[src/rtl/excdec_pkg.sv]
package excdec_pkg;

  typedef enum logic [2:0] {
    KIND_NONE   = 3'd0,
    KIND_FMT    = 3'd1,
    KIND_LINEA  = 3'd2,
    KIND_LINEF  = 3'd3,
    KIND_DEBUG  = 3'd4,
    KIND_TRACE  = 3'd5
  } excKind_e;

  localparam logic [1:0] CAUSE_NONE    = 2'b00;
  localparam logic [1:0] CAUSE_OPCODE  = 2'b01;
  localparam logic [1:0] CAUSE_ADDRESS = 2'b10;

  typedef struct packed {
    logic       rstLoad;
    logic [1:0] rstCode;
    logic       excLoad;
    excKind_e   kind;
  } strobes_t;

endpackage

[src/rtl/excdec_ctrl.sv]
module excdec_ctrl
  import excdec_pkg::*;
#(
  parameter int OP_W  = 16,
  parameter int FMT_W = 4
) (
  input  logic             clk,
  input  logic             rstSync,
  input  logic             opValid,
  input  logic [OP_W-1:0]  opWord,
  input  logic             opUnimpl,
  input  logic             rteExec,
  input  logic [FMT_W-1:0] rteFormat,
  input  logic             bkptTrig,
  input  logic             stopExec,
  input  logic             stopSrTrace,
  input  logic             srTrace,
  input  logic             cfgOpcNoReset,
  input  logic             cfgAddrNoReset,
  output strobes_t         strobes
);

  localparam int NIB_LO = OP_W - 4;
  localparam logic [3:0] LINE_A_NIB = 4'hA;
  localparam logic [3:0] LINE_F_NIB = 4'hF;
  localparam logic [FMT_W-1:0] FMT_LO = FMT_W'(4);
  localparam logic [FMT_W-1:0] FMT_HI = FMT_W'(7);

  logic [3:0] lineNib;
  logic       lineA;
  logic       lineF;
  logic       opcFault;
  logic       fmtLegal;
  logic       fmtFault;
  logic       traceArm;

  // Classification of each faulting source
  always_comb begin
    lineNib  = opWord[OP_W-1:NIB_LO];
    lineA    = opValid && opUnimpl && (lineNib == LINE_A_NIB);
    lineF    = opValid && opUnimpl && (lineNib == LINE_F_NIB);
    opcFault = lineA || lineF;
    fmtLegal = (rteFormat >= FMT_LO) && (rteFormat <= FMT_HI);
    fmtFault = rteExec && !fmtLegal;
    traceArm = stopExec && stopSrTrace && !srTrace;
  end

  // Priority selection: resets, format error, opcode, debug, trace
  always_comb begin
    strobes = '{rstLoad: 1'b0, rstCode: CAUSE_NONE, excLoad: 1'b0, kind: KIND_NONE};
    if (fmtFault && !cfgAddrNoReset) begin
      strobes.rstLoad = 1'b1;
      strobes.rstCode = CAUSE_ADDRESS;
    end else if (opcFault && !cfgOpcNoReset) begin
      strobes.rstLoad = 1'b1;
      strobes.rstCode = CAUSE_OPCODE;
    end else if (fmtFault) begin
      strobes.excLoad = 1'b1;
      strobes.kind    = KIND_FMT;
    end else if (lineA) begin
      strobes.excLoad = 1'b1;
      strobes.kind    = KIND_LINEA;
    end else if (lineF) begin
      strobes.excLoad = 1'b1;
      strobes.kind    = KIND_LINEF;
    end else if (bkptTrig) begin
      strobes.excLoad = 1'b1;
      strobes.kind    = KIND_DEBUG;
    end else if (traceArm) begin
      strobes.excLoad = 1'b1;
      strobes.kind    = KIND_TRACE;
    end
  end

  // control never asks for both a reset and an exception
  p_one_strobe_r8: assert property (@(posedge clk) disable iff (rstSync)
    !(strobes.rstLoad && strobes.excLoad));

  // an implemented opword never raises an opcode-class outcome
  p_impl_quiet_r1: assert property (@(posedge clk) disable iff (rstSync)
    (!opUnimpl && !rteExec) |-> !strobes.rstLoad);

  // a legal frame with no other source stays silent
  p_legal_fmt_r4: assert property (@(posedge clk) disable iff (rstSync)
    (rteExec && fmtLegal && !opValid && !bkptTrig && !stopExec) |->
      (!strobes.rstLoad && !strobes.excLoad));

endmodule

[src/rtl/excdec_dpath.sv]
module excdec_dpath
  import excdec_pkg::*;
#(
  parameter int PC_W      = 32,
  parameter int VEC_W     = 8,
  parameter int VEC_TRACE = 9,
  parameter int VEC_LINEA = 10,
  parameter int VEC_LINEF = 11,
  parameter int VEC_DEBUG = 12,
  parameter int VEC_FMT   = 14
) (
  input  logic             clk,
  input  logic             rstSync,
  input  strobes_t         strobes,
  input  logic [PC_W-1:0]  pcCur,
  input  logic [PC_W-1:0]  pcNext,
  output logic             rstReq,
  output logic [1:0]       rstCause,
  output logic             excReq,
  output logic [VEC_W-1:0] excVector,
  output logic [PC_W-1:0]  excPc,
  output logic             maskUpdate
);

  logic [VEC_W-1:0] vecNext;
  logic [PC_W-1:0]  pcSel;
  logic             maskNext;

  // Vector, stacked PC and mask flag from the selected kind
  always_comb begin
    vecNext  = '0;
    pcSel    = '0;
    maskNext = 1'b0;
    if (strobes.excLoad) begin
      unique case (strobes.kind)
        KIND_FMT:   begin vecNext = VEC_W'(VEC_FMT);   pcSel = pcCur;  maskNext = 1'b1; end
        KIND_LINEA: begin vecNext = VEC_W'(VEC_LINEA); pcSel = pcCur;  maskNext = 1'b1; end
        KIND_LINEF: begin vecNext = VEC_W'(VEC_LINEF); pcSel = pcCur;  maskNext = 1'b1; end
        KIND_DEBUG: begin vecNext = VEC_W'(VEC_DEBUG); pcSel = pcCur;  maskNext = 1'b0; end
        KIND_TRACE: begin vecNext = VEC_W'(VEC_TRACE); pcSel = pcNext; maskNext = 1'b1; end
        default:    begin vecNext = '0;                pcSel = '0;     maskNext = 1'b0; end
      endcase
    end
  end

  always_ff @(posedge clk) begin
    if (rstSync) begin
      rstReq     <= 1'b0;
      rstCause   <= CAUSE_NONE;
      excReq     <= 1'b0;
      excVector  <= '0;
      excPc      <= '0;
      maskUpdate <= 1'b0;
    end else begin
      rstReq     <= strobes.rstLoad;
      rstCause   <= strobes.rstLoad ? strobes.rstCode : CAUSE_NONE;
      excReq     <= strobes.excLoad;
      excVector  <= vecNext;
      excPc      <= pcSel;
      maskUpdate <= maskNext;
    end
  end

  // outputs never carry both requests
  p_exclusive_r8: assert property (@(posedge clk) disable iff (rstSync)
    !(rstReq && excReq));

  // a reset request always names a cause
  p_cause_set_r2: assert property (@(posedge clk) disable iff (rstSync)
    rstReq |-> (rstCause != CAUSE_NONE));

  // the debug vector leaves the mask fields untouched
  p_debug_mask_r6: assert property (@(posedge clk) disable iff (rstSync)
    (excReq && excVector == VEC_W'(VEC_DEBUG)) |-> !maskUpdate);

  // the trace vector stacks the address after the stop
  p_trace_pc_r7: assert property (@(posedge clk) disable iff (rstSync)
    (excReq && excVector == VEC_W'(VEC_TRACE)) |-> (excPc == $past(pcNext)));

  // idle cycles carry no vector or PC
  p_idle_zero_r9: assert property (@(posedge clk) disable iff (rstSync)
    !excReq |-> (excVector == '0 && excPc == '0 && !maskUpdate));

endmodule

[src/rtl/exc_reset_arbiter.sv]
module exc_reset_arbiter
  import excdec_pkg::*;
#(
  parameter int OP_W      = 16,
  parameter int FMT_W     = 4,
  parameter int PC_W      = 32,
  parameter int VEC_W     = 8,
  parameter int VEC_TRACE = 9,
  parameter int VEC_LINEA = 10,
  parameter int VEC_LINEF = 11,
  parameter int VEC_DEBUG = 12,
  parameter int VEC_FMT   = 14
) (
  input  logic             clk,
  input  logic             rstSync,
  input  logic             opValid,
  input  logic [OP_W-1:0]  opWord,
  input  logic             opUnimpl,
  input  logic [PC_W-1:0]  pcCur,
  input  logic [PC_W-1:0]  pcNext,
  input  logic             rteExec,
  input  logic [FMT_W-1:0] rteFormat,
  input  logic             bkptTrig,
  input  logic             stopExec,
  input  logic             stopSrTrace,
  input  logic             srTrace,
  input  logic             cfgOpcNoReset,
  input  logic             cfgAddrNoReset,
  output logic             rstReq,
  output logic [1:0]       rstCause,
  output logic             excReq,
  output logic [VEC_W-1:0] excVector,
  output logic [PC_W-1:0]  excPc,
  output logic             maskUpdate
);

  strobes_t strobes;

  excdec_ctrl #(
    .OP_W  (OP_W),
    .FMT_W (FMT_W)
  ) u_ctrl (
    .clk            (clk),
    .rstSync        (rstSync),
    .opValid        (opValid),
    .opWord         (opWord),
    .opUnimpl       (opUnimpl),
    .rteExec        (rteExec),
    .rteFormat      (rteFormat),
    .bkptTrig       (bkptTrig),
    .stopExec       (stopExec),
    .stopSrTrace    (stopSrTrace),
    .srTrace        (srTrace),
    .cfgOpcNoReset  (cfgOpcNoReset),
    .cfgAddrNoReset (cfgAddrNoReset),
    .strobes        (strobes)
  );

  excdec_dpath #(
    .PC_W      (PC_W),
    .VEC_W     (VEC_W),
    .VEC_TRACE (VEC_TRACE),
    .VEC_LINEA (VEC_LINEA),
    .VEC_LINEF (VEC_LINEF),
    .VEC_DEBUG (VEC_DEBUG),
    .VEC_FMT   (VEC_FMT)
  ) u_dpath (
    .clk        (clk),
    .rstSync    (rstSync),
    .strobes    (strobes),
    .pcCur      (pcCur),
    .pcNext     (pcNext),
    .rstReq     (rstReq),
    .rstCause   (rstCause),
    .excReq     (excReq),
    .excVector  (excVector),
    .excPc      (excPc),
    .maskUpdate (maskUpdate)
  );

  // an illegal frame with address resets enabled resets next cycle
  p_fmt_reset_r4: assert property (@(posedge clk) disable iff (rstSync)
    (rteExec && !(rteFormat inside {4'd4, 4'd5, 4'd6, 4'd7}) && !cfgAddrNoReset) |=>
      (rstReq && rstCause == CAUSE_ADDRESS));

  // a format-error exception stacks the return instruction's address
  p_fmt_pc_r5: assert property (@(posedge clk) disable iff (rstSync)
    (excReq && excVector == VEC_W'(VEC_FMT)) |-> (excPc == $past(pcCur)));

  // opcode-line exceptions only when opcode resets are disabled
  p_opc_cfg_r3: assert property (@(posedge clk) disable iff (rstSync)
    (excReq && (excVector == VEC_W'(VEC_LINEA) || excVector == VEC_W'(VEC_LINEF))) |->
      $past(cfgOpcNoReset));

endmodule

[config.mk]
export PLATFORM = sky130hd
export DESIGN_NAME = exc_reset_arbiter
export DESIGN_NICKNAME = d
export VERILOG_FILES = /design/src/rtl/excdec_pkg.sv /design/src/rtl/excdec_ctrl.sv /design/src/rtl/excdec_dpath.sv /design/src/rtl/exc_reset_arbiter.sv
export SDC_FILE = /design/constraint.sdc
export NUM_CORES = 1
export LEC_CHECK = 0
export BUFFER_PORTS_ARGS = -buffer_cell sky130_fd_sc_hd__buf_4
export CORE_MARGIN = 5
export CORE_UTILIZATION = 33
export CTS_CLUSTER_DIAMETER = 60
export DETAILED_ROUTE_END_ITERATION = 12
export PLACE_DENSITY = 0.75
export SKIP_CTS_REPAIR_TIMING = 1
export SYNTH_ARGS = -nofsm -noshare
export SYNTH_HDL_FRONTEND = slang
export SYNTH_SLANG_ARGS = --single-unit
[constraint.sdc]
create_clock -name clk -period 1.7 [get_ports clk]
set_clock_uncertainty 0.2 [all_clocks]
set_input_delay 0.425 -clock clk [delete_from_list [all_inputs] [get_ports clk]]
set_output_delay 0.425 -clock clk [all_outputs]
set_load 0.1 [all_outputs]
# Yosys cells after proc, flatten, opt, wreduce, memory -nomap -nowiden
# Cells that the tools add are included.
# word_totals
regBits	45
input_bits	95
out_inout_bits	45
wordCells	49
# op_classes
order_cmp	2
n_eq_ne	7
muxes	12
bitwise_logic	2
n_reduce_logical	19
# ops
operator	n
case mux 32 bit (2 select lines)	1
2-to-1 mux 4 bit	7
case mux 4 bit (5 select lines)	1
logical AND 1 bit	9
equality test 4 bit (second input constant)	2
OR reduction 4 bit	2
equality test 3 x 2 -> 1 bit (second input constant)	2
equality test 3 bit (second input constant)	2
2-to-1 mux 3 bit	2
greater-or-equal comparator 4 x 3 -> 1 bit (second input constant)	1
less-or-equal comparator 4 x 3 -> 1 bit (second input constant)	1
logical NOT 1 bit	4
OR reduction 2 bit	2
equality test 3 x 1 -> 1 bit (second input constant)	1
OR reduction 3 bit	1
NOT 1 bit	2
logical OR 1 bit	1
2-to-1 mux 1 bit	1

# Depth between registers and ports, before layout
# Gate-level depths: netlist (run 1).
# logic_depth
word_depth	12
ltp_mapped	7
depth_no_buf	5

# Modules after synthesis
# From an unflattened synthesis (run 1), not the netlist that was laid out.
# unflattened
cells_unflattened	274
hier_area_um2	2258.4
# by_module_without_submodules
mod	n_inst	cells_per_inst	area_per_inst_um2	seq_area_each_um2
excdec_dpath	1	252	2103.3	820.8
excdec_ctrl	1	22	155.1	0.0

# Worst setup path before layout (run 1)
# Ideal clock, no wire load.
# synth_path
path_type	input port to flip-flop
from	input opValid
to	register u_dpath.excPc[0]
setup_ps	117
t_arrival_ps	1481
required_time_ps	1383
path_slack_ps	-98
stages	5
path_buffers	1
path_cell_list	and4_1 > and2_4 > o311ai_4 > buf_6 > nor2_1
# synth_via
elab_chain_len	10
elab_cells_between_ends	19
classes_between	eq/ne: 5; mux: 6; bitwise: 1; reduce/logical: 7
# synth_lines
item	line_no	source
start: declaration	exc_reset_arbiter.sv:16	input logic opValid,
logical AND 1 bit *	excdec_ctrl.sv:40, excdec_ctrl.sv:41	
logical AND 1 bit	excdec_ctrl.sv:41	lineF = opValid && opUnimpl && (lineNib == LINE_F_NIB);
2-to-1 mux 4 bit	excdec_ctrl.sv:63	end else if (lineF) begin
2-to-1 mux 4 bit	excdec_ctrl.sv:60	end else if (lineA) begin
2-to-1 mux 4 bit	excdec_ctrl.sv:57	end else if (fmtFault) begin
2-to-1 mux 4 bit *	excdec_ctrl.sv:54	end else if (opcFault && !cfgOpcNoReset) begin
2-to-1 mux 4 bit *	excdec_ctrl.sv:51	if (fmtFault && !cfgAddrNoReset) begin
equality test 3 bit (tied with other cells)	excdec_dpath.sv:35	unique case (strobes.kind)
OR reduction 4 bit (no source line)	-	
case mux 32 bit (2 select lines)	excdec_dpath.sv:35	
end signal: assignment	excdec_dpath.sv:59	excPc <= pcSel;
end: declaration	excdec_dpath.sv:21	output logic [PC_W-1:0] excPc,
# Mark *: on every way between the ends. The rest lies on a longest branch, timed or not.
# A chain may end at the register's enable or synchronous reset.

# Worst setup path in the final report (run 1)
# layout_path
from	input opWord[12]
to	register u_dpath.excPc[1]
# layout_via
elab_chain_len	10
elab_cells_between_ends	20
classes_between	eq/ne: 7; mux: 6; bitwise: 1; reduce/logical: 6
# layout_lines
item	line_no	source
start: declaration	exc_reset_arbiter.sv:17	input logic [OP_W-1:0] opWord,
equality test 4 bit	excdec_ctrl.sv:41	
logical AND 1 bit	excdec_ctrl.sv:41	
2-to-1 mux 4 bit	excdec_ctrl.sv:63	
2-to-1 mux 4 bit	excdec_ctrl.sv:60	
2-to-1 mux 4 bit	excdec_ctrl.sv:57	
2-to-1 mux 4 bit *	excdec_ctrl.sv:54	
2-to-1 mux 4 bit *	excdec_ctrl.sv:51	
equality test 3 bit (tied with other cells)	excdec_dpath.sv:35	
OR reduction 4 bit (no source line)	-	
case mux 32 bit (2 select lines)	excdec_dpath.sv:35	
# Marked as above.

==> impl_metrics.prom, run 1 <==
# TYPE chip_impl_metric gauge
chip_impl_metric{name="postRouteWirelength",unit="mm"} 4.67
chip_impl_metric{name="clock.fmax",unit="MHz"} 613
chip_impl_metric{name="final_antenna_net_count",unit=""} 0
chip_impl_metric{name="dp.cells",unit=""} 341
chip_impl_metric{name="asyncSetResetFlopFracSynth",unit="%"} 0
chip_impl_metric{name="buffer_ports.inserted",unit=""} 121
chip_impl_metric{name="design.portCount",unit=""} 140
chip_impl_metric{name="detailedRoute.firstPassIterationCount",unit=""} 6
chip_impl_info{name="timing.critical_path.to_type",value="flip-flop"} 1
chip_impl_metric{name="clk_path_buf_depth",unit=""} 2
chip_impl_metric{name="post_synth.cell_area_avg",unit="µm²"} 9.50
chip_impl_metric{name="cap_violations",unit=""} 0
chip_impl_metric{name="post_synth_instance_area",unit="µm²"} 1550
chip_impl_metric{name="cts-htree-levels",unit=""} 2
chip_impl_metric{name="grt-ovfl-total",unit=""} 0
chip_impl_metric{name="placeableCoreArea",unit="µm²"} 4630
chip_impl_metric{name="critical_path.max_fanout",unit=""} 16
chip_impl_info{name="cts_tree",value="built"} 1
chip_impl_info{name="grt_setup_unrepaired",value="no"} 1
chip_impl_metric{name="drive_above_1_share",unit="%"} 52.2
chip_impl_info{name="hold_path_class",value="input pin to flip-flop"} 1
chip_impl_metric{name="fin_total_pwr",unit="µW"} 2650
chip_impl_metric{name="tmin_final",unit="ns"} 1.63
chip_impl_metric{name="synth_cells",unit=""} 163
chip_impl_metric{name="yosys_warnings",unit=""} 0
chip_impl_metric{name="fp.dieH",unit="µm"} 78.5
chip_impl_metric{name="grt_antenna_before_repair",unit=""} 0
chip_impl_info{name="critical_path_launch_point_type",value="input pin"} 1
chip_impl_metric{name="yosys.area.top_type_share",unit="%"} 53.0
chip_impl_info{name="outcome",value="finished, final reports clean"} 1
chip_impl_metric{name="dpl-instance-area",unit="µm²"} 2620
chip_impl_metric{name="drt_iter0_drc",unit=""} 71
chip_impl_metric{name="total_count_of_hold_check_failures_in_the_final_report",unit=""} 0
chip_impl_metric{name="finalSetupViolCount",unit=""} 0
chip_impl_metric{name="area.growth.synth_to_final",unit="%"} 77.2
chip_impl_info{name="post_synth_top_flop",value="dfxtp_1"} 1
chip_impl_metric{name="final_core_util",unit="%"} 59.3
chip_impl_metric{name="maxSlewViolCount",unit=""} 0
chip_impl_metric{name="cts_inserted_buffers",unit=""} 5
chip_impl_metric{name="seq_area_frac_synth",unit="%"} 53.0
chip_impl_metric{name="floorplan.die_area",unit="µm²"} 6160
chip_impl_metric{name="critPathArrivalTime",unit="ns"} 1.59
chip_impl_metric{name="wire_per_inst",unit="µm"} 13.4
chip_impl_metric{name="grt_pass1_vias",unit=""} 1604
chip_impl_info{name="clock-root-buffer",value="clkbuf_8"} 1
chip_impl_metric{name="filler_free_cell_count_of_the_finished_design",unit=""} 349
chip_impl_metric{name="grt_pass1_wl",unit="mm"} 7.47
chip_impl_metric{name="count_of_flip_flops_with_a_built_in_enable_after_synthesis",unit=""} 0
chip_impl_info{name="ys_top_cells_by_area",value="dfxtp_1 (53%), a22oi_1 (16%), nor2_1 (7.8%), buf_6 (2.2%), buf_4 (1.9%)"} 1
chip_impl_metric{name="vias",unit=""} 1675
chip_impl_metric{name="synth-seq-cells",unit=""} 41
chip_impl_metric{name="leakage",unit="µW"} 0.00136
chip_impl_metric{name="max-vdd-ir-drop",unit="µV"} 397
chip_impl_metric{name="fin_crit_sh",unit="%"} 95.9
chip_impl_metric{name="clk_transition_reported_paths",unit="ns"} 0.07
chip_impl_metric{name="synth.distinct_cells",unit=""} 33
chip_impl_metric{name="fillCellCount",unit=""} 401
chip_impl_metric{name="grt_max_degree",unit=""} 29
chip_impl_metric{name="cp.required",unit="ns"} 1.66
chip_impl_metric{name="initial_utilization",unit="%"} 33.5
chip_impl_info{name="synth_top_cell_by_area",value="dfxtp_1"} 1
chip_impl_metric{name="antennaDiodeCount",unit=""} 0
chip_impl_metric{name="fin_tns_setup",unit="ns"} 0
chip_impl_metric{name="layout.nets",unit=""} 389
chip_impl_metric{name="post-route-drc-count",unit=""} 0
chip_impl_metric{name="global_route.usage.total",unit="%"} 14.9
chip_impl_metric{name="dp.final_hpwl",unit="mm"} 3.74
chip_impl_metric{name="tritoncts_sinks",unit=""} 41
chip_impl_metric{name="via_per_inst",unit=""} 4.80
chip_impl_metric{name="total_power_density_per_cell_area",unit="nW/µm²"} 964
chip_impl_info{name="worst_setup_path_type",value="input pin to flip-flop"} 1
chip_impl_metric{name="gp_congestion",unit=""} 0.766
chip_impl_metric{name="floorplan.die.width",unit="µm"} 78.5
chip_impl_metric{name="finalInstanceArea",unit="µm²"} 2750
chip_impl_metric{name="placementRows",unit=""} 25
-- Yosys cell counts, drive strengths merged, types with 2 or more instances --
| cell | count |
|---|---|
| a22oi | 32 |
| nor3 | 2 |
| or2b | 2 |
| inv | 3 |
| dfxtp | 41 |
| nor2 | 34 |
| and3 | 2 |
| nand2b | 2 |
| o21ai | 3 |
| nand4 | 2 |
| clkbuf | 4 |
| buf | 10 |
| and2 | 2 |
| a21oi | 3 |
| nand3 | 4 |
| nor4 | 2 |
| nand2 | 6 |
-- cell type report --
type | instances | area [µm²] | share of cell area, %
tap | 54 | 67.6 | 2.46
timing repair buffer | 135 | 1060 | 38.7
clock inverter | 1 | 30.0 | 1.09
inverter | 3 | 11.3 | 0.410
clock buffer | 7 | 86.3 | 3.14
sequential | 41 | 821 | 29.9
multi-input combinational | 108 | 666 | 24.2
-- path summary, 6_finish.rpt --
kind,from,endpoint,slack (ns),depth (start not counted)
setup / recovery,opWord[12],u_dpath.excPc[1],0.07,7
hold / removal,cfgAddrNoReset,u_dpath.rstCause[1],0.13,2
-- cell families after synthesis --
| group | synth area share (%) |
|---|---|
| compound gates | 20.5 |
| xor+xnor | 0.566 |
| buf+inv | 6.78 |
| flops | 53.0 |
| other cells | 0.242 |
| simple gates | 18.9 |
-- critical path: stages --
cell and delay [ns]:
buf_4 0.13, or2b_2 0.28, a31oi_1 0.20, o21ai_2 0.13, buf_12 0.17, a22oi_1 0.17
nor2_2 0.07
-- sequential cells by signal, indices dropped and copies added, names as in the netlist --
register,flops
u_dpath.excReq,1
u_dpath.maskUpdate,1
u_dpath.excVector,4
u_dpath.rstReq,1
u_dpath.rstCause,2
u_dpath.excPc,32
-- layer usage --
layer  wire length, µm  vias to the layer above  GRT usage [%]
li1                  -                      830              -
met1              1670                      765           15.5
met2              2490                       76           27.8
met3               451                        4           4.82
met4                53                        0           5.24
met5                 0                        -              0
-- through the flow --
step                setup slack, ns  hold slack (ns)
global route                 0.0270            0.128
floorplan                   -0.0103            0.297
global placement             -0.188            0.413
detailed placement           -0.222            0.417
CTS                          0.0745            0.118
finish                       0.0696            0.127
-- where the power goes --
group / total, µW / internal, µW / switching, µW
registers: 1020 / 1010 / 13.0
clock network: 775 / 478 / 296
logic: 847 / 275 / 572
total: 2650 / 1770 / 881
-- placed cells by master, fill, tap and decap left out, types with 3 or more instances in the layout --
cell      count
dfxtp_1      41
conb_1        4
buf_12        4
a22oi_1      32
buf_4       131
clkbuf_8      6
a21oi_1       3
nor2_1       32
nand3_1       4
nand2_1       6
Note: power is estimated with default switching activity, not from simulation.
==> run 2, diff against run 1 <==
==> constraint.sdc (replaced) <==
create_clock -name clk -period 1.4 [get_ports clk]
set_clock_uncertainty 0.2 [all_clocks]
set_input_delay 0.35 -clock clk [delete_from_list [all_inputs] [get_ports clk]]
set_output_delay 0.35 -clock clk [all_outputs]
set_load 0.1 [all_outputs]
==> run 2 against run 1 <==
Effect of this change: critical path depth down 1; largest cell class unchanged; the flow now finishes with violations (negative setup slack); final area is 22% higher; global-route usage is 0.22 points lower; clock-buffer cell count unchanged; highest routed layer unchanged.
==> impl_metrics.prom, run 2 (synthesized netlist as in run 1, its figures left out) <==
# TYPE chip_impl_metric gauge
chip_impl_metric{name="drt_iter0_drc",unit=""} 56
chip_impl_metric{name="whs",unit="ns"} 0.0371
chip_impl_metric{name="clk_path_buf_depth",unit=""} 2
chip_impl_metric{name="tritoncts_sinks",unit=""} 41
chip_impl_metric{name="maxSlewViolCount",unit=""} 0
chip_impl_info{name="regMostFlops",value="u_dpath.excPc"} 1
chip_impl_metric{name="fp.dieH",unit="µm"} 78.5
chip_impl_metric{name="leakage",unit="µW"} 0.00153
chip_impl_metric{name="critPathMaxStageDelay",unit="ns"} 0.40
chip_impl_metric{name="finalInstanceArea",unit="µm²"} 3350
chip_impl_info{name="critical_path_launch_point_type",value="input pin"} 1
chip_impl_metric{name="grt_max_degree",unit=""} 33
chip_impl_info{name="hold_path_class",value="input pin to flip-flop"} 1
chip_impl_metric{name="total_power_density_per_cell_area",unit="nW/µm²"} 1030
chip_impl_metric{name="cap_violations",unit=""} 0
chip_impl_metric{name="layout.nets",unit=""} 394
chip_impl_metric{name="register_area",unit="µm²"} 872
chip_impl_metric{name="fin_crit_sh",unit="%"} 108
chip_impl_metric{name="final_antenna_net_count",unit=""} 0
chip_impl_metric{name="fillCellCount",unit=""} 319
chip_impl_info{name="worst_setup_path_type",value="input pin to flip-flop"} 1
chip_impl_metric{name="gp_congestion",unit=""} 0.812
chip_impl_info{name="timing.critical_path.to_type",value="flip-flop"} 1
chip_impl_metric{name="cts_inserted_buffers",unit=""} 5
chip_impl_metric{name="grt_antenna_before_repair",unit=""} 0
chip_impl_info{name="timing.critical_path.to",value="u_dpath.excPc[17]"} 1
chip_impl_metric{name="multiInputGateArea",unit="µm²"} 758
chip_impl_metric{name="post-route-drc-count",unit=""} 0
chip_impl_metric{name="wire_per_inst",unit="µm"} 15.1
chip_impl_metric{name="placeableCoreArea",unit="µm²"} 4630
chip_impl_metric{name="buffer_ports.inserted",unit=""} 121
chip_impl_metric{name="global_route.usage.total",unit="%"} 14.7
chip_impl_metric{name="antennaDiodeCount",unit=""} 0
chip_impl_metric{name="clk_transition_reported_paths",unit="ns"} 0.07
chip_impl_metric{name="critical_path.max_fanout",unit=""} 8
chip_impl_metric{name="drive_above_1_share",unit="%"} 73.3
chip_impl_info{name="most-common-layout-cells",value="buf_4 (89), dfxtp_2 (41), a22oi_1 (29)"} 1
chip_impl_info{name="grt_setup_unrepaired",value="yes"} 1
chip_impl_metric{name="dpl-instance-area",unit="µm²"} 2700
chip_impl_info{name="clock-root-buffer",value="clkbuf_8"} 1
chip_impl_metric{name="area.growth.synth_to_final",unit="%"} 117
chip_impl_metric{name="floorplan.die.width",unit="µm"} 78.5
chip_impl_metric{name="initial_utilization",unit="%"} 33.5
chip_impl_metric{name="vias",unit=""} 1735
chip_impl_metric{name="clock.fmax",unit="MHz"} 659
chip_impl_info{name="top_regs",value="u_dpath.excPc: 32 flops, u_dpath.excVector: 4 flops, u_dpath.rstCause: 2 flops"} 1
chip_impl_metric{name="largest_reg_flops",unit=""} 32
chip_impl_metric{name="floorplan.die_area",unit="µm²"} 6160
chip_impl_metric{name="layout_setup_ws",unit="ns"} -0.116
chip_impl_metric{name="grt-ovfl-total",unit=""} 0
chip_impl_info{name="worst_setup_path_startpoint",value="opValid"} 1
chip_impl_metric{name="placementRows",unit=""} 25
chip_impl_info{name="list_of_cells_traversed_by_the_critical_path",value="buf_6 > and4_4 > and2_4 > o311ai_4 > clkbuf_16 > nor2_1"} 1
chip_impl_info{name="cts_tree",value="built"} 1
chip_impl_metric{name="cp.required",unit="ns"} 1.38
chip_impl_metric{name="critPathArrivalTime",unit="ns"} 1.49
chip_impl_info{name="cp_slowest_cell",value="o311ai_4"} 1
chip_impl_metric{name="design.portCount",unit=""} 140
chip_impl_info{name="layout.cells.most_common",value="buf_4"} 1
chip_impl_metric{name="grt_pass1_wl",unit="mm"} 7.29
chip_impl_metric{name="finalSetupViolCount",unit=""} 37
chip_impl_info{name="violated_checks",value="negative setup slack"} 1
chip_impl_metric{name="detailedRoute.firstPassIterationCount",unit=""} 4
chip_impl_metric{name="grt_pass1_vias",unit=""} 1658
chip_impl_metric{name="fin_total_pwr",unit="µW"} 3460
chip_impl_metric{name="dp.final_hpwl",unit="mm"} 3.74
chip_impl_metric{name="total_count_of_hold_check_failures_in_the_final_report",unit=""} 0
chip_impl_metric{name="postRouteWirelength",unit="mm"} 5.34
chip_impl_info{name="outcome",value="finished, violations left"} 1
chip_impl_metric{name="cts-htree-levels",unit=""} 2
chip_impl_metric{name="max-vdd-ir-drop",unit="µV"} 533
chip_impl_metric{name="via_per_inst",unit=""} 4.90
chip_impl_metric{name="tmin_final",unit="ns"} 1.52
[run 2: cell types whose count changed in the layout (fill, tap and decap cells not counted), moves of 8 or more]
cell | previous run | this run
buf_12 | 4 | 23
buf_4 | 131 | 89
buf_6 | 0 | 8
buf_8 | 0 | 19
dfxtp_1 | 41 | 0
dfxtp_2 | 0 | 41
nor2_1 | 32 | 23
nor2_2 | 2 | 10
[run 2: critical path, delay by kind of cell]
family / cells / cell delay, ns
AOI/OAI and AO/OA: 1 / 0.40
buffers and inverters: 2 / 0.34
and+or+nand+nor: 3 / 0.40
[run 2: worst min path at each step]
stage | startpoint | end | slack (ns) | cells after the start
finish | cfgAddrNoReset | u_dpath.rstCause[1] | 0.04 | 2
global route | cfgAddrNoReset | u_dpath.rstCause[1] | 0.04 | 2
CTS | cfgAddrNoReset | u_dpath.rstCause[1] | 0.03 | 2
detailed placement | cfgAddrNoReset | u_dpath.rstCause[1] | 0.33 | 2
global placement | cfgAddrNoReset | u_dpath.rstCause[1] | 0.33 | 2
floorplan | rstSync | u_dpath.rstReq | 0.21 | 1
[run 2: layout make-up]
class	count	area share, %
clock inverters	1	0.895
well taps	54	2.01
inverters	3	0.336
clock buffers	7	2.57
flip-flops and latches	41	26.0
multi-input cells	108	22.6
repair buffers	140	45.6
[run 2: layer usage]
| layer | routed length [µm] | vias up | track usage, % |
|---|---|---|---|
| li1 | - | 839 | - |
| met2 | 3120 | 75 | 27.2 |
| met5 | 0 | - | 0 |
| met1 | 1710 | 813 | 14.7 |
| met3 | 421 | 8 | 5.62 |
| met4 | 91 | 0 | 5.77 |
[run 2: stage by stage]
step	setup slack (ns)	cells	setup TNS [ns]	util, %
4_1_cts	-0.106	352	-3.53	60.7
3_5_place_dp	-0.399	344	-13.44	58.2
2_1_floorplan	-0.229	166	-7.90	-
3_3_place_gp	-0.367	344	-12.49	58.2
6_report	-0.116	354	-2.91	72.5
5_1_grt	-0.140	354	-3.83	72.5
[run 2: power breakdown]
group          leakage, µW  total [µW]  internal (µW)  switching [µW]
Combinational      0.00112        1210            488             727
Clock            0.0000585         961            581             380
Sequential        0.000353        1290           1240            44.9
Total              0.00153        3460           2310            1150
